==> config.mk <==
export PLATFORM = sky130hd
export DESIGN_NAME = hash_reg_front
export DESIGN_NICKNAME = d
export VERILOG_FILES = /design/src/rtl/hrf_pkg.sv /design/src/rtl/hrf_lock.sv /design/src/rtl/hrf_stream.sv /design/src/rtl/hrf_digest.sv /design/src/rtl/hash_reg_front.sv
export SDC_FILE = /design/constraint.sdc
export NUM_CORES = 1
export LEC_CHECK = 0
export BUFFER_PORTS_ARGS = -buffer_cell sky130_fd_sc_hd__clkbuf_2
export CORE_MARGIN = 4
export CORE_UTILIZATION = 26
export DETAILED_ROUTE_END_ITERATION = 16
export PLACE_DENSITY = 0.48
export SLEW_MARGIN = 20
export SYNTH_ARGS = -nofsm -noshare
export SYNTH_HDL_FRONTEND = slang
export SYNTH_SLANG_ARGS = --single-unit
==> constraint.sdc <==
create_clock -name clk -period 41.6 [get_ports clk]
set_clock_uncertainty 0.05 [all_clocks]
set_input_delay 2.08 -clock clk [delete_from_list [all_inputs] [get_ports clk]]
set_output_delay 2.08 -clock clk [all_outputs]
set_load 0.01 [all_outputs]
==> src/rtl/hrf_pkg.sv <==
// Package: register offsets, mode layout and the byte-enable helper shared
// by the front-end modules. Assumes a byte-addressed bus with aligned words.
package hrf_pkg;
    localparam int WORD_W  = 32;
    localparam int BYTES   = WORD_W / 8;
    localparam int ADDR_W  = 8;

    localparam logic [ADDR_W-1:0] OFF_LOCK = 8'h00;
    localparam logic [ADDR_W-1:0] OFF_MODE = 8'h08;
    localparam logic [ADDR_W-1:0] OFF_LEN  = 8'h10;
    localparam logic [ADDR_W-1:0] OFF_DIN  = 8'h14;
    localparam logic [ADDR_W-1:0] OFF_EXEC = 8'h18;
    localparam logic [ADDR_W-1:0] OFF_STAT = 8'h1C;
    localparam logic [ADDR_W-1:0] OFF_DIG  = 8'h20;
    localparam logic [ADDR_W-1:0] OFF_CTRL = 8'h60;

    localparam logic [1:0] ALGO_384 = 2'd0;
    localparam logic [1:0] ALGO_512 = 2'd1;

    typedef struct packed {
        logic       swap;
        logic [1:0] algo;
    } mode_t;

    // Byte-enable of a final word from the two low length bits.
    function automatic logic [BYTES-1:0] tail_mask(input logic [1:0] rem);
        case (rem)
            2'd1:    tail_mask = 4'b1000;
            2'd2:    tail_mask = 4'b1100;
            2'd3:    tail_mask = 4'b1110;
            default: tail_mask = 4'b1111;
        endcase
    endfunction
endpackage

==> src/rtl/hrf_lock.sv <==
// Ownership semaphore. A read of a free lock takes it; a release request
// frees it. Assumes one requester at a time; release wins over acquire.
module hrf_lock (
    input  logic clk,
    input  logic rst_n,
    input  logic acq_req,
    input  logic rel_req,
    output logic held
);
    // Semaphore state update.
    always_ff @(posedge clk) begin
        if (!rst_n)       held <= 1'b0;
        else if (rel_req) held <= 1'b0;
        else if (acq_req) held <= 1'b1;
    end

    assert_acquire_R2: assert property (@(posedge clk) disable iff (!rst_n)
        (acq_req && !held && !rel_req) |=> held);
    assert_release_R3: assert property (@(posedge clk) disable iff (!rst_n)
        rel_req |=> !held);
endmodule

==> src/rtl/hrf_stream.sv <==
// Data-in path: offers bus words to the engine, stalls the bus while the
// engine is not ready, counts accepted words and qualifies the final word
// from the byte length. Assumes the length is written before its words.
module hrf_stream
    import hrf_pkg::*;
#(
    parameter int LEN_W = 32
) (
    input  logic              clk,
    input  logic              rst_n,
    input  logic              din_wr,
    input  logic              held,
    input  logic              swap,
    input  logic [WORD_W-1:0] wdata,
    input  logic [LEN_W-1:0]  len,
    input  logic              cnt_clr,
    input  logic              eng_ready,
    output logic              eng_valid,
    output logic [WORD_W-1:0] eng_data,
    output logic              eng_last,
    output logic [BYTES-1:0]  eng_byte_en,
    output logic              stall
);
    localparam int CNT_W = LEN_W - 2;
    localparam int EXT_W = LEN_W + 1;

    logic [CNT_W-1:0]  cnt;
    logic [EXT_W-1:0]  end_byte;
    logic [WORD_W-1:0] swapped;

    // Byte reversal of the incoming word, one lane per byte.
    for (genvar g = 0; g < BYTES; g++) begin : g_swap
        assign swapped[8*g +: 8] = wdata[8*(BYTES-1-g) +: 8];
    end

    // Offer, stall and final-word qualification.
    always_comb begin
        eng_valid   = din_wr && held;
        stall       = eng_valid && !eng_ready;
        eng_data    = swap ? swapped : wdata;
        end_byte    = EXT_W'({cnt, 2'b00}) + EXT_W'(BYTES);
        eng_last    = end_byte >= EXT_W'(len);
        eng_byte_en = eng_last ? tail_mask(len[1:0]) : '1;
    end

    // Accepted-word counter.
    always_ff @(posedge clk) begin
        if (!rst_n)                      cnt <= '0;
        else if (cnt_clr)                cnt <= '0;
        else if (eng_valid && eng_ready) cnt <= cnt + 1'b1;
    end

    assert_count_clear_R9: assert property (@(posedge clk) disable iff (!rst_n)
        cnt_clr |=> (cnt == '0));
    assert_count_step_R6: assert property (@(posedge clk) disable iff (!rst_n)
        (!cnt_clr && !(eng_valid && eng_ready)) |=> $stable(cnt));
endmodule

==> src/rtl/hrf_digest.sv <==
// Digest bank: captures the engine result in one cycle on done, zeroes the
// unused words in the short mode, raises valid one cycle after capture.
// Assumes done is a single-cycle pulse; wipe beats capture.
module hrf_digest
    import hrf_pkg::*;
#(
    parameter int DIG_WORDS   = 16,
    parameter int SHORT_WORDS = 12,
    localparam int IDX_W      = $clog2(DIG_WORDS)
) (
    input  logic                        clk,
    input  logic                        rst_n,
    input  logic                        eng_done,
    input  logic [DIG_WORDS*WORD_W-1:0] eng_digest,
    input  logic                        short_mode,
    input  logic                        wipe,
    input  logic                        inval,
    input  logic [IDX_W-1:0]            rd_idx,
    output logic [WORD_W-1:0]           rd_word,
    output logic                        valid
);
    logic [WORD_W-1:0] bank [DIG_WORDS];
    logic              pend;

    // One capture register per digest word.
    for (genvar g = 0; g < DIG_WORDS; g++) begin : g_word
        localparam bit UPPER = (g >= SHORT_WORDS);
        always_ff @(posedge clk) begin
            if (!rst_n || wipe)
                bank[g] <= '0;
            else if (eng_done)
                bank[g] <= (UPPER && short_mode) ? '0
                         : eng_digest[(DIG_WORDS-1-g)*WORD_W +: WORD_W];
        end
    end

    // Valid follows capture by one cycle.
    always_ff @(posedge clk) begin
        if (!rst_n || wipe || inval) begin
            pend  <= 1'b0;
            valid <= 1'b0;
        end else begin
            pend  <= eng_done;
            if (pend) valid <= 1'b1;
        end
    end

    // Read port.
    assign rd_word = bank[rd_idx];

    assert_valid_late_R10: assert property (@(posedge clk) disable iff (!rst_n)
        $rose(valid) |-> $past(eng_done, 2));
    assert_wipe_clears_R12: assert property (@(posedge clk) disable iff (!rst_n)
        $past(wipe) |-> (!valid && rd_word == '0));
endmodule

==> src/rtl/hash_reg_front.sv <==
// Register front-end between a 32-bit bus and a streaming hash engine.
// Decodes offsets, gates engine-side writes by ownership and muxes reads.
// Assumes reads and writes are never strobed in the same cycle.
module hash_reg_front
    import hrf_pkg::*;
#(
    parameter int DIG_WORDS   = 16,
    parameter int SHORT_WORDS = 12,
    parameter int LEN_W       = 32
) (
    input  logic                        clk,
    input  logic                        rst_n,
    input  logic                        bus_wr,
    input  logic                        bus_rd,
    input  logic [7:0]                  bus_addr,
    input  logic [31:0]                 bus_wdata,
    output logic [31:0]                 bus_rdata,
    output logic                        bus_wait,
    output logic                        eng_valid,
    input  logic                        eng_ready,
    output logic [31:0]                 eng_data,
    output logic                        eng_last,
    output logic [3:0]                  eng_byte_en,
    output logic [1:0]                  eng_mode,
    output logic                        eng_start,
    output logic                        eng_zeroize,
    input  logic                        eng_done,
    input  logic [DIG_WORDS*32-1:0]     eng_digest
);
    localparam int IDX_W = $clog2(DIG_WORDS);
    localparam logic [ADDR_W-1:0] DIG_SPAN = ADDR_W'(DIG_WORDS * BYTES);

    logic              held;
    logic              acq, rel, mode_wr, len_wr, din_wr;
    mode_t             mode_q;
    logic [LEN_W-1:0]  len_q;
    logic [ADDR_W-1:0] dig_off;
    logic              dig_hit;
    logic [WORD_W-1:0] dig_word;
    logic              dig_valid;

    // Write and read strobe decode.
    always_comb begin
        acq         = bus_rd && bus_addr == OFF_LOCK;
        rel         = bus_wr && bus_addr == OFF_LOCK && bus_wdata[0];
        mode_wr     = bus_wr && bus_addr == OFF_MODE && held;
        len_wr      = bus_wr && bus_addr == OFF_LEN;
        din_wr      = bus_wr && bus_addr == OFF_DIN;
        eng_start   = bus_wr && bus_addr == OFF_EXEC && bus_wdata[0] && held;
        eng_zeroize = bus_wr && bus_addr == OFF_CTRL && bus_wdata[0];
        dig_off     = bus_addr - OFF_DIG;
        dig_hit     = bus_addr >= OFF_DIG && dig_off < DIG_SPAN
                   && dig_off[1:0] == 2'b00;
    end

    // Mode and length registers.
    always_ff @(posedge clk) begin
        if (!rst_n) begin
            mode_q <= '0;
            len_q  <= '0;
        end else begin
            if (mode_wr) mode_q <= mode_t'(bus_wdata[2:0]);
            if (len_wr)  len_q  <= bus_wdata[LEN_W-1:0];
        end
    end

    assign eng_mode = mode_q.algo;

    hrf_lock u_lock (
        .clk     (clk),
        .rst_n   (rst_n),
        .acq_req (acq),
        .rel_req (rel),
        .held    (held)
    );

    hrf_stream #(.LEN_W(LEN_W)) u_stream (
        .clk         (clk),
        .rst_n       (rst_n),
        .din_wr      (din_wr),
        .held        (held),
        .swap        (mode_q.swap),
        .wdata       (bus_wdata),
        .len         (len_q),
        .cnt_clr     (eng_start || eng_zeroize || rel),
        .eng_ready   (eng_ready),
        .eng_valid   (eng_valid),
        .eng_data    (eng_data),
        .eng_last    (eng_last),
        .eng_byte_en (eng_byte_en),
        .stall       (bus_wait)
    );

    hrf_digest #(.DIG_WORDS(DIG_WORDS), .SHORT_WORDS(SHORT_WORDS)) u_digest (
        .clk        (clk),
        .rst_n      (rst_n),
        .eng_done   (eng_done),
        .eng_digest (eng_digest),
        .short_mode (mode_q.algo == ALGO_384),
        .wipe       (eng_zeroize),
        .inval      (rel || eng_start),
        .rd_idx     (dig_off[IDX_W+1:2]),
        .rd_word    (dig_word),
        .valid      (dig_valid)
    );

    // Read data mux.
    always_comb begin
        bus_rdata = '0;
        if (bus_rd) begin
            case (bus_addr)
                OFF_LOCK: bus_rdata = {31'b0, held};
                OFF_MODE: bus_rdata = {29'b0, mode_q};
                OFF_LEN:  bus_rdata = 32'(len_q);
                OFF_STAT: bus_rdata = {30'b0, held, dig_valid};
                default:  bus_rdata = dig_hit ? dig_word : '0;
            endcase
        end
    end

    assert_unlocked_quiet_R4: assert property (@(posedge clk) disable iff (!rst_n)
        !held |-> (!eng_valid && !eng_start));
    assert_mode_hold_R4: assert property (@(posedge clk) disable iff (!rst_n)
        !$past(held) |-> $stable(mode_q));
    assert_wait_offer_R6: assert property (@(posedge clk) disable iff (!rst_n)
        bus_wait |-> (din_wr && held));
endmodule

# Yosys cells after proc, flatten, opt, wreduce, memory -nomap -nowiden

Memories as Yosys holds them, arrays and structs flattened.
Index checks and enable logic that the tools add are counted.

Memory bits (writable): 512
Input bits: 558
Word-level logic and storage cells: 100
Memories: 1
Output and inout port bits: 75
Flip-flop bits (word level): 68

Multiplexer cells: 31
Equality and inequality tests: 9
Reductions and logical operators: 29
Bitwise logic cells: 17
$lt $le $gt $ge: 3
$add $sub $neg: 3

Memories:

| name          | words | bits a word | rd ports | clocked after memory_dff | write ports | line             | text |
|---|---|---|---|---|---|---|---|
| u_digest.bank | 16    | 32          | 1        | 0                        | 16          | hrf_digest.sv:22 | `logic [WORD_W-1:0] bank [DIG_WORDS];` |

Operators with widths:

| cell                  | count |
|---|---|
| $mux 32               | 23 |
| $pmux 32 s4           | 1 |
| $add 32x3->33 const B | 1 |
| $ge 33x32->1          | 1 |
| $eq 8x5->1 const B    | 4 |
| $add 30x1->30 const B | 1 |
| $logic_and 1x1->1     | 17 |
| $or 1x1->1            | 16 |
| $pmux 3 s3            | 1 |
| $eq 8x4->1 const B    | 1 |
| $eq 8x7->1 const B    | 1 |
| $ge 8x6->1 const B    | 1 |
| $logic_not 8->1       | 1 |
| $lt 8x7->1 const B    | 1 |
| $sub 8x6->8 const B   | 1 |
| $logic_or 1x1->1      | 5 |
| $mux 1                | 5 |
| $eq 2x2->1 const B    | 2 |
| $logic_not 2->1       | 2 |
| $reduce_or 2->1       | 2 |
| $mux 3                | 1 |
| $eq 2x1->1 const B    | 1 |
| $logic_not 1->1       | 2 |
| $not 1->1             | 1 |

# Longest topological paths before layout

Gate-level depths: netlist of run 1.

Word-level depth: 7
Depth in mapped cells: 12
Gate-level depth less buffers: 11

# Cells and area by module

From an unflattened synthesis of run 1, not the netlist that was laid out.

Cells, all modules: 1985
Area total of the unflattened synthesis: 27595.2 um^2

By module, submodules not included:

| module         | times used | cells an instance | sequential area each (um^2) | area an instance (um^2) |
|---|---|---|---|---|
| hrf_digest     | 1          | 1361              | 15414.8                     | 22590.4 |
| hrf_stream     | 1          | 384               | 600.6                       | 3040.4 |
| hash_reg_front | 1          | 237               | 700.7                       | 1928.1 |
| hrf_lock       | 1          | 3                 | 20.0                        | 36.3 |

# Least setup slack after synthesis of run 1

Ideal clock, no wire load.

Path kind: input to register
Start: in bus_addr[2]
End: mem u_digest.bank[0][0], enable pin
Data required time: 40.640 ns
Path slack: 26.658 ns
Library setup time: 0.910 ns
Buffers on the path: 1
Data arrival time: 13.982 ns
Cell stages on the path: 4
Cells stage by stage: clkbuf_1 -> nor4_1 -> nor4b_2 -> or3_1

RTL lines:

| what            | line                 | text |
|---|---|---|
| start, declared | hash_reg_front.sv:15 | `input logic [7:0] bus_addr,` |
| end, declared   | hrf_digest.sv:22     |  |

# Worst setup path in the final report of run 1

Start: in bus_addr[2]
End: out bus_rdata[18]

Word-level cells in the longest chain between the ends: 7
Elaborated cells between the ends (all ways): 13
Classes of those cells: add/sub: 1; order compare: 2; eq/ne: 3; mux: 3; reduce/logical: 3; memory: 1

Ends and longest elaborated chain:

| what              | line                  | text |
|---|---|---|
| $sub 8x6->8       | hash_reg_front.sv:51  | `dig_off = bus_addr - OFF_DIG;` |
| $lt 8x7->1        | hash_reg_front.sv:52  | `dig_hit = bus_addr >= OFF_DIG && dig_off < DIG_SPAN` |
| $logic_and 1x1->1 | hash_reg_front.sv:52  |  |
| $logic_and 1x1->1 | hash_reg_front.sv:53  | `&& dig_off[1:0] == 2'b00;` |
| $mux 32           | hash_reg_front.sv:116 | `default: bus_rdata = dig_hit ? dig_word : '0;` |
| $pmux 32 s4 (*)   | hash_reg_front.sv:111 | `case (bus_addr)` |
| $mux 32 (*)       | hash_reg_front.sv:110 | `if (bus_rd) begin` |
| end, declared     | hash_reg_front.sv:17  | `output logic [31:0] bus_rdata,` |

Every way passes the cells marked *; elsewhere a longest branch is shown, timed or not.

==> results of run 1 <==
[placed cells by master, fill, tap and decap left out, types with 8 or more instances in the layout]
master       n
diode_2      9
clkbuf_2   627
inv_1       78
xor2_1      22
and3_1      10
clkbuf_1    10
clkinv_1    12
dfxtp_1     68
ha_1        36
edfxtp_1   512
buf_4       21
xnor2_1     24
mux4_2     160
or3_1       13
and2_1     518
nor2_1      35
nand2_1    117
mux2_2      32
o31ai_1      8
nand3_1     26
bufinv_16   10
a21oi_1     57
o21ai_0     42
nand4_1     17
clkbuf_16   70
[path summary, 6_finish.rpt]
check	start	slack, ns	endpoint
setup reg to reg	u_lock.held$_SDFFE_PP0P_	38.97	u_stream.cnt[23]$_SDFFE_PP0P_
hold reg to reg	u_digest.pend$_SDFF_PP0_	0.39	u_digest.valid$_SDFFE_PP0P_
hold / removal	u_digest.pend$_SDFF_PP0_	0.39	u_digest.valid$_SDFFE_PP0P_
setup / recovery	bus_addr[2]	34.23	bus_rdata[18]
[metrics by stage]
stage	cell area, µm²	setup slack (ns)	util
5_1_grt	34600	33.99	0.328
3_5_place_dp	32200	34.15	0.305
4_1_cts	34600	34.15	0.328
3_3_place_gp	32200	34.17	0.305
6_report	34600	34.23	0.328
2_1_floorplan	27600	26.66	-
[per-layer routing]
layer | GRT usage | wire length [µm] | vias to the layer above
met5 | 0 | 22 | -
met1 | 0.211 | 39100 | 9151
met2 | 0.275 | 46200 | 625
met3 | 0.0363 | 5800 | 124
met4 | 0.0499 | 2400 | 4
li1 | - | - | 8338
[tightest hold or removal path: cells and delay by family (launching register included)]
kind | cells | cell delay [ns]
flops | 1 | 0.30
simple gates | 2 | 0.11
[power by group]
part	switching [mW]	leakage (nW)	total, mW	internal, mW
Clock	0.254	1.13	0.633	0.379
Sequential	0.0111	6.10	0.683	0.672
Combinational	0.0653	6.54	0.125	0.0600
[cells by family after synthesis]
logic type	count (synthesis)
compound gates	126
xor+xnor	46
fa+ha+maj	36
buf+inv	207
flops	580
mux	195
other cells	1
simple gates	774
[state kept, by name, indices dropped and copies added (netlist names)]
name / count
u_stream.cnt: 30
u_lock.held: 1
len_q: 32
mode_q: 1
u_digest.valid: 1
u_digest.bank: 512
eng_mode: 2
u_digest.pend: 1
[cell type report]
cell class                 count  area (µm²)  area share
multi-input combinational   1178       10100       0.291
antenna                        9        22.5    0.000650
clock inverter                45         567      0.0164
sequential                   580       16700       0.483
clock buffer                  82        1820      0.0525
inverter                      78         293     0.00846
tap                         1391        1740      0.0503
timing repair buffer         653        3390      0.0979
==> impl_metrics.py, run 1 <==
metrics = {
    "drt": {
        "drc_errors": 0,
        "drtPass1Iterations": 5,
        "ant_nets": 0,
        "vias_per_cell": 4.54,
        "wire_per_inst_um": 23.3,
        "drtIter0Drc": 1143,
        "totalWireLength_um": 93500,
        "vias": 18200,
    },
    "sta": {
        "rsz0062_at_grt": "no",
        "hold_violations": 0,
        "fin_tns_setup_ns": 0,
        "slew-limit-headroom": 0.316,
        "finalCriticalPeriod_ns": 7.37,
        "slew_violations": 0,
        "whs_ns": 0.391,
        "worst_slew_pin_slew_ns": 1.03,
        "setup_viol": 0,
        "finalCritPeriodShare": 0.177,
        "fmax_mhz": 136,
    },
    "synth": {
        "synth_top_family_by_area": "simple AND/OR/NAND/NOR gates",
        "ys_ff_latch": 580,
        "ys_top_cells_by_count": "518 x and2_1, 512 x edfxtp_1, 160 x mux4_2, 118 x nand2_1, 103 x clkbuf_1",
        "syn_inst": 1965,
        "netlist.area_leader.share": 0.557,
        "yosysSeqAreaShare": 0.606,
        "synth_area_leaders": "edfxtp_1 56%, mux4_2 13%, and2_1 12%",
        "synth_compound_area_frac": 0.0254,
        "synth_top_flop_cell": "edfxtp_1",
        "synth_top_cell_by_area": "edfxtp_1",
        "yosysWarnings": 0,
        "avgSynthCellArea_um2": 14.0,
        "synthArstFlopShare": 0,
        "synth_cell_types": 51,
        "synth_edf_count": 512,
        "yosys.area_share.simple": 0.163,
        "synth_fa_ha_area_frac": 0.0163,
        "syn-num-nets": 2559,
        "synthMuxAreaShare": 0.145,
        "synth_xor_area_frac": 0.0146,
        "yosysMostFrequentCell": "and2_1",
        "netlist_area_um2": 27600,
    },
    "setup_path": {
        "critPathRequiredTime_ns": 39.47,
        "endpoint_kind": "output pin",
        "crit_top_cell": "mux4_2",
        "critPathSlowestCell": "buf_4",
        "crit_chain": "buf_8 -> buf_4 -> mux4_2 -> mux4_2 -> inv_1 -> o21ai_0 -> clkbuf_2",
        "worst-setup-path-type": "input pin to output pin",
        "worstSetupStartpointType": "input pin",
        "arrival_ns": 5.24,
        "crit_buf_inv": 4,
        "r2r_cells": 5,
        "crit_fanout": 65,
        "cpPeakStageDelay_ns": 0.75,
        "cpLargestDelayFamily": "buffers and inverters",
        "cp.depth": 7,
    },
    "floorplanning": {
        "die_h_um": 334,
        "initial_core_util": 0.262,
        "fp-row-count": 119,
        "core_region_area_um2": 105000,
        "ios": 633,
        "die_x_um": 334,
        "dieArea_um2": 111000,
    },
    "clock_tree": {
        "cts_buffers": 70,
        "clk_pin_slew_ns": 0.06,
        "insertion_delay_ns": 0.62,
        "cts_resized": 0,
        "cts-htree-levels": 3,
        "root_buffer": "clkbuf_16",
        "cts_tree": "done",
        "post-cts-setup-buffer-count": 0,
        "cts.sinks": 580,
        "cts_buffer_depth": 3,
        "postCtsHoldBufs": 0,
    },
    "layout": {
        "final_cell_count_no_fill": 4016,
        "drive_above_1_share": 0.368,
        "area_growth_syn_to_layout_pct": 25.4,
        "finish.net_count": 3155,
        "num-fill-cells": 10500,
    },
    "placement": {
        "routabilityCongestion": 0.829,
        "dp.cells": 3879,
        "dpl.hpwl_um": 70300,
        "portBuffers": 631,
    },
    "grt": {
        "gr-usage-all-layers": 0.163,
        "gr-total-overflow": 0,
        "antenna_found_initial": 21,
        "grt_max_degree": 262,
        "grt_pass1_vias": 19600,
        "grt_pass1_wl_um": 133000,
    },
    "hold_path": {
        "hold_class": "flip-flop to flip-flop",
        "min_path_cells": 2,
    },
    "pwr": {
        "peakVddDrop_mv": 0.0270,
        "powerDensity_nw_per_um2": 41.6,
        "finalPower_mw": 1.44,
        "leakage_nw": 13.8,
    },
    "run_status": {
        "status": "finished clean",
    },
    "flow_run": {
        "cap_viol_max_count": 0,
    },
}
Note: power is estimated with default switching activity, not from simulation.
==> inputs of run 2 (changes only) <==
--- a/config.mk
+++ b/config.mk
@@ -5,6 +5,7 @@
 export SDC_FILE = /design/constraint.sdc
 export NUM_CORES = 1
 export LEC_CHECK = 0
+export ABC_AREA = 1
 export BUFFER_PORTS_ARGS = -buffer_cell sky130_fd_sc_hd__clkbuf_2
 export CORE_MARGIN = 4
 export CORE_UTILIZATION = 26
==> constraint.sdc (replaced) <==
create_clock -name clk -period 6.81 [get_ports clk]
set_clock_uncertainty 0.05 [all_clocks]
set_input_delay 0.3405 -clock clk [delete_from_list [all_inputs] [get_ports clk]]
set_output_delay 0.3405 -clock clk [all_outputs]
set_load 0.01 [all_outputs]
==> run 2 against run 1 <==
Sequential cell count stayed put. Utilization is 3.7 points higher. Final area is 25% higher. Via count is 59% higher. Die area is 12% higher.
==> impl_metrics.py, run 2 <==
metrics = {
    "run_status": {
        "status": "finished clean",
    },
    "synth": {
        "synthArstFlopShare": 0,
        "syn-num-nets": 4745,
        "syn_inst": 4151,
        "synth_edf_count": 512,
        "netlist_area_um2": 31100,
        "synth_top_cell_by_area": "edfxtp_1",
        "synth_top_flop_cell": "edfxtp_1",
        "yosysSeqAreaShare": 0.537,
        "ys_top_cells_by_count": "1055 x nand2_1, 1031 x nor2_1, 914 x inv_1, 512 x edfxtp_1, 173 x o21ai_0",
        "netlist.area_leader.share": 0.494,
        "synth_area_leaders": "edfxtp_1 49%, nand2_1 13%, nor2_1 12%",
        "ys_ff_latch": 580,
        "yosysWarnings": 0,
        "yosysMostFrequentCell": "nand2_1",
        "avgSynthCellArea_um2": 7.50,
        "synth_cell_types": 30,
    },
    "setup_path": {
        "worstSetupStartpointType": "flip-flop",
        "cpPeakStageDelay_ns": 0.45,
        "r2r_cells": 10,
        "critPathRequiredTime_ns": 6.42,
        "worst-setup-path-type": "flip-flop to output pin",
        "r2r-start": "u_lock.held$_SDFFE_PP0P_",
        "rr_endpoint": "u_stream.cnt[29]$_SDFFE_PP0P_",
        "crit_chain": "ha_1 -> nand3_1 -> nor2_1 -> nand2_1 -> nor2_1 -> nand3_1 -> nand2_1 -> inv_1 -> ha_1 -> nand2_1 -> nor3_1 -> nand3_1 -> a21oi_1 -> nand2_1 -> nand2_1 -> nand2_1 -> clkbuf_2",
        "regToRegSetupSlack_ns": 4.43,
        "arrival_ns": 4.05,
        "crit_top_cell": "nand2_1",
        "startpoint": "u_stream.cnt[0]$_SDFFE_PP0P_",
        "critPathSlowestCell": "dfxtp_1",
        "crit_end": "eng_byte_en[1]",
        "crit_fanout": 4,
        "endpoint_kind": "output pin",
    },
    "clock_tree": {
        "cts_tree": "done",
        "insertion_delay_ns": 0.64,
        "clk_pin_slew_ns": 0.06,
        "cts_buffers": 74,
        "cts_buffer_depth": 3,
        "root_buffer": "clkbuf_16",
        "cts.sinks": 580,
        "cts-htree-levels": 3,
        "cts_resized": 0,
    },
    "floorplanning": {
        "dieArea_um2": 125000,
        "die_x_um": 354,
        "ios": 633,
        "initial_core_util": 0.263,
        "core_region_area_um2": 119000,
        "fp-row-count": 126,
        "die_h_um": 354,
    },
    "pwr": {
        "finalPower_mw": 9.29,
        "peakVddDrop_mv": 0.152,
        "powerDensity_nw_per_um2": 214,
        "leakage_nw": 22.0,
    },
    "layout": {
        "final_util": 0.365,
        "num-fill-cells": 12300,
        "final_cell_count_no_fill": 6876,
        "final_cell_mix": "1053 x nand2_1, 1030 x nor2_1, 912 x inv_1",
        "largest_reg_flops": 512,
        "top_regs": "u_digest.bank: 512 flops, len_q: 32 flops, u_stream.cnt: 30 flops",
        "final_common_cell": "nand2_1",
        "finish.net_count": 5809,
        "area_growth_syn_to_layout_pct": 39.0,
        "drive_above_1_share": 0.148,
        "largest_register": "u_digest.bank",
    },
    "sta": {
        "finalCriticalPeriod_ns": 4.44,
        "setup_viol": 0,
        "slew_violations": 0,
        "rsz0062_at_grt": "no",
        "fmax_mhz": 225,
        "finalCritPeriodShare": 0.652,
        "hold_violations": 0,
        "fin_tns_setup_ns": 0,
        "slew-limit-headroom": 0.252,
        "worst_slew_pin_slew_ns": 1.12,
    },
    "drt": {
        "totalWireLength_um": 131000,
        "drc_errors": 0,
        "ant_nets": 0,
        "wire_per_inst_um": 19.1,
        "drtIter0Drc": 1841,
        "vias_per_cell": 4.21,
        "vias": 29000,
        "drtPass1Iterations": 7,
    },
    "placement": {
        "routabilityCongestion": 0.897,
        "dpl.hpwl_um": 93200,
        "dp.cells": 6225,
        "portBuffers": 631,
    },
    "grt": {
        "gr-usage-all-layers": 0.204,
        "grt_pass1_wl_um": 190000,
        "grt_max_degree": 183,
        "gr-total-overflow": 0,
        "grt_pass1_vias": 30100,
        "antenna_found_initial": 6,
    },
    "hold_path": {
        "hold_class": "input pin to flip-flop",
    },
    "flow_run": {
        "cap_viol_max_count": 0,
    },
}
-- run 2: cell count changes after synthesis, sizes merged, moves of 74 or more --
cell / delta
and2: -516
mux4: -160
o21ai: +132
nor2: +998
inv: +843
nand2: +936
buf: +74
-- run 2: where the power goes --
group	internal, mW	switching, mW
Clock	2.23	1.61
Sequential	4.11	0.0669
Combinational	0.511	0.754
Total	6.85	2.43
-- run 2: worst max-delay path, delay by kind of cell (launching register included) --
| family | cells | cell delay, ns |
|---|---|---|
| AO/OA/AOI/OAI | 1 | 0.15 |
| adder cells (fa/ha/maj) | 2 | 0.52 |
| buffers and inverters | 2 | 0.18 |
| flip-flops | 1 | 0.45 |
| AND/OR/NAND/NOR | 12 | 2.12 |
-- run 2: area by class of cell --
class,count,area [µm²],area share
Clock inverter,42,363,0.00838
Multi-Input combinational cell,2464,10200,0.235
Timing Repair Buffer,1174,8590,0.198
Inverter,921,3480,0.0803
Tap cell,1600,2000,0.0462
Antenna cell,1,2.50,0.0000578
Sequential cell,580,16700,0.387
Clock buffer,94,1960,0.0452
-- run 2: metal layers --
layer	vias up	GRT usage	share of wire	routed length (µm)
li1	14500	-	-	-
met1	13400	0.244	0.41	54000
met2	851	0.364	0.50	65400
met3	252	0.0289	0.042	5570
met4	4	0.0906	0.047	6130
met5	-	0	0.00024	31
-- run 2: worst min path at each step --
stage / from / to / cells after the start
2_1_floorplan: u_digest.pend$_SDFF_PP0_ / u_digest.valid$_SDFFE_PP0P_ / 2
3_3_place_gp: u_digest.pend$_SDFF_PP0_ / u_digest.valid$_SDFFE_PP0P_ / 2
3_5_place_dp: u_digest.pend$_SDFF_PP0_ / u_digest.valid$_SDFFE_PP0P_ / 2
4_1_cts: eng_digest[197] / u_digest.bank[9][5]$_SDFFCE_PN0P_ / 3
5_1_grt: eng_digest[400] / u_digest.bank[3][16]$_SDFFCE_PN0P_ / 3
6_report: eng_digest[210] / u_digest.bank[9][18]$_SDFFCE_PN0P_ / 3
-- run 2: cell families (layout without fill, tap and decap cells) --
logic type      count (synthesis)  count (layout)  synth area share
other cells                     1               2          0.000120
fa+ha+maj                      36              36            0.0145
xor+xnor                       16              16           0.00450
flops                         580             580             0.537
simple gates                 2181            2181             0.268
buf+inv                      1107            2231             0.138
compound gates                230             230            0.0372
-- run 2: timing repair --
action / CTS / global route
hold buffers: 513 / 1
endpoints found under the hold margin: 515 / 1
buffers inserted: 0 / 0
setup endpoints to repair: 0 / 0
-- run 2: stage by stage --
| stage | setup slack (ns) | hold WS, ns | cell area (µm²) |
|---|---|---|---|
| finish | 2.37 | 0.0276 | 43300 |
| global route | 2.03 | 0.00299 | 43300 |
| CTS | 2.31 | 0.0000137 | 43300 |
| detailed placement | 2.55 | 0.408 | 35800 |
| global placement | 2.58 | 0.385 | 35800 |
| floorplan | 0.539 | 0.375 | 31200 |
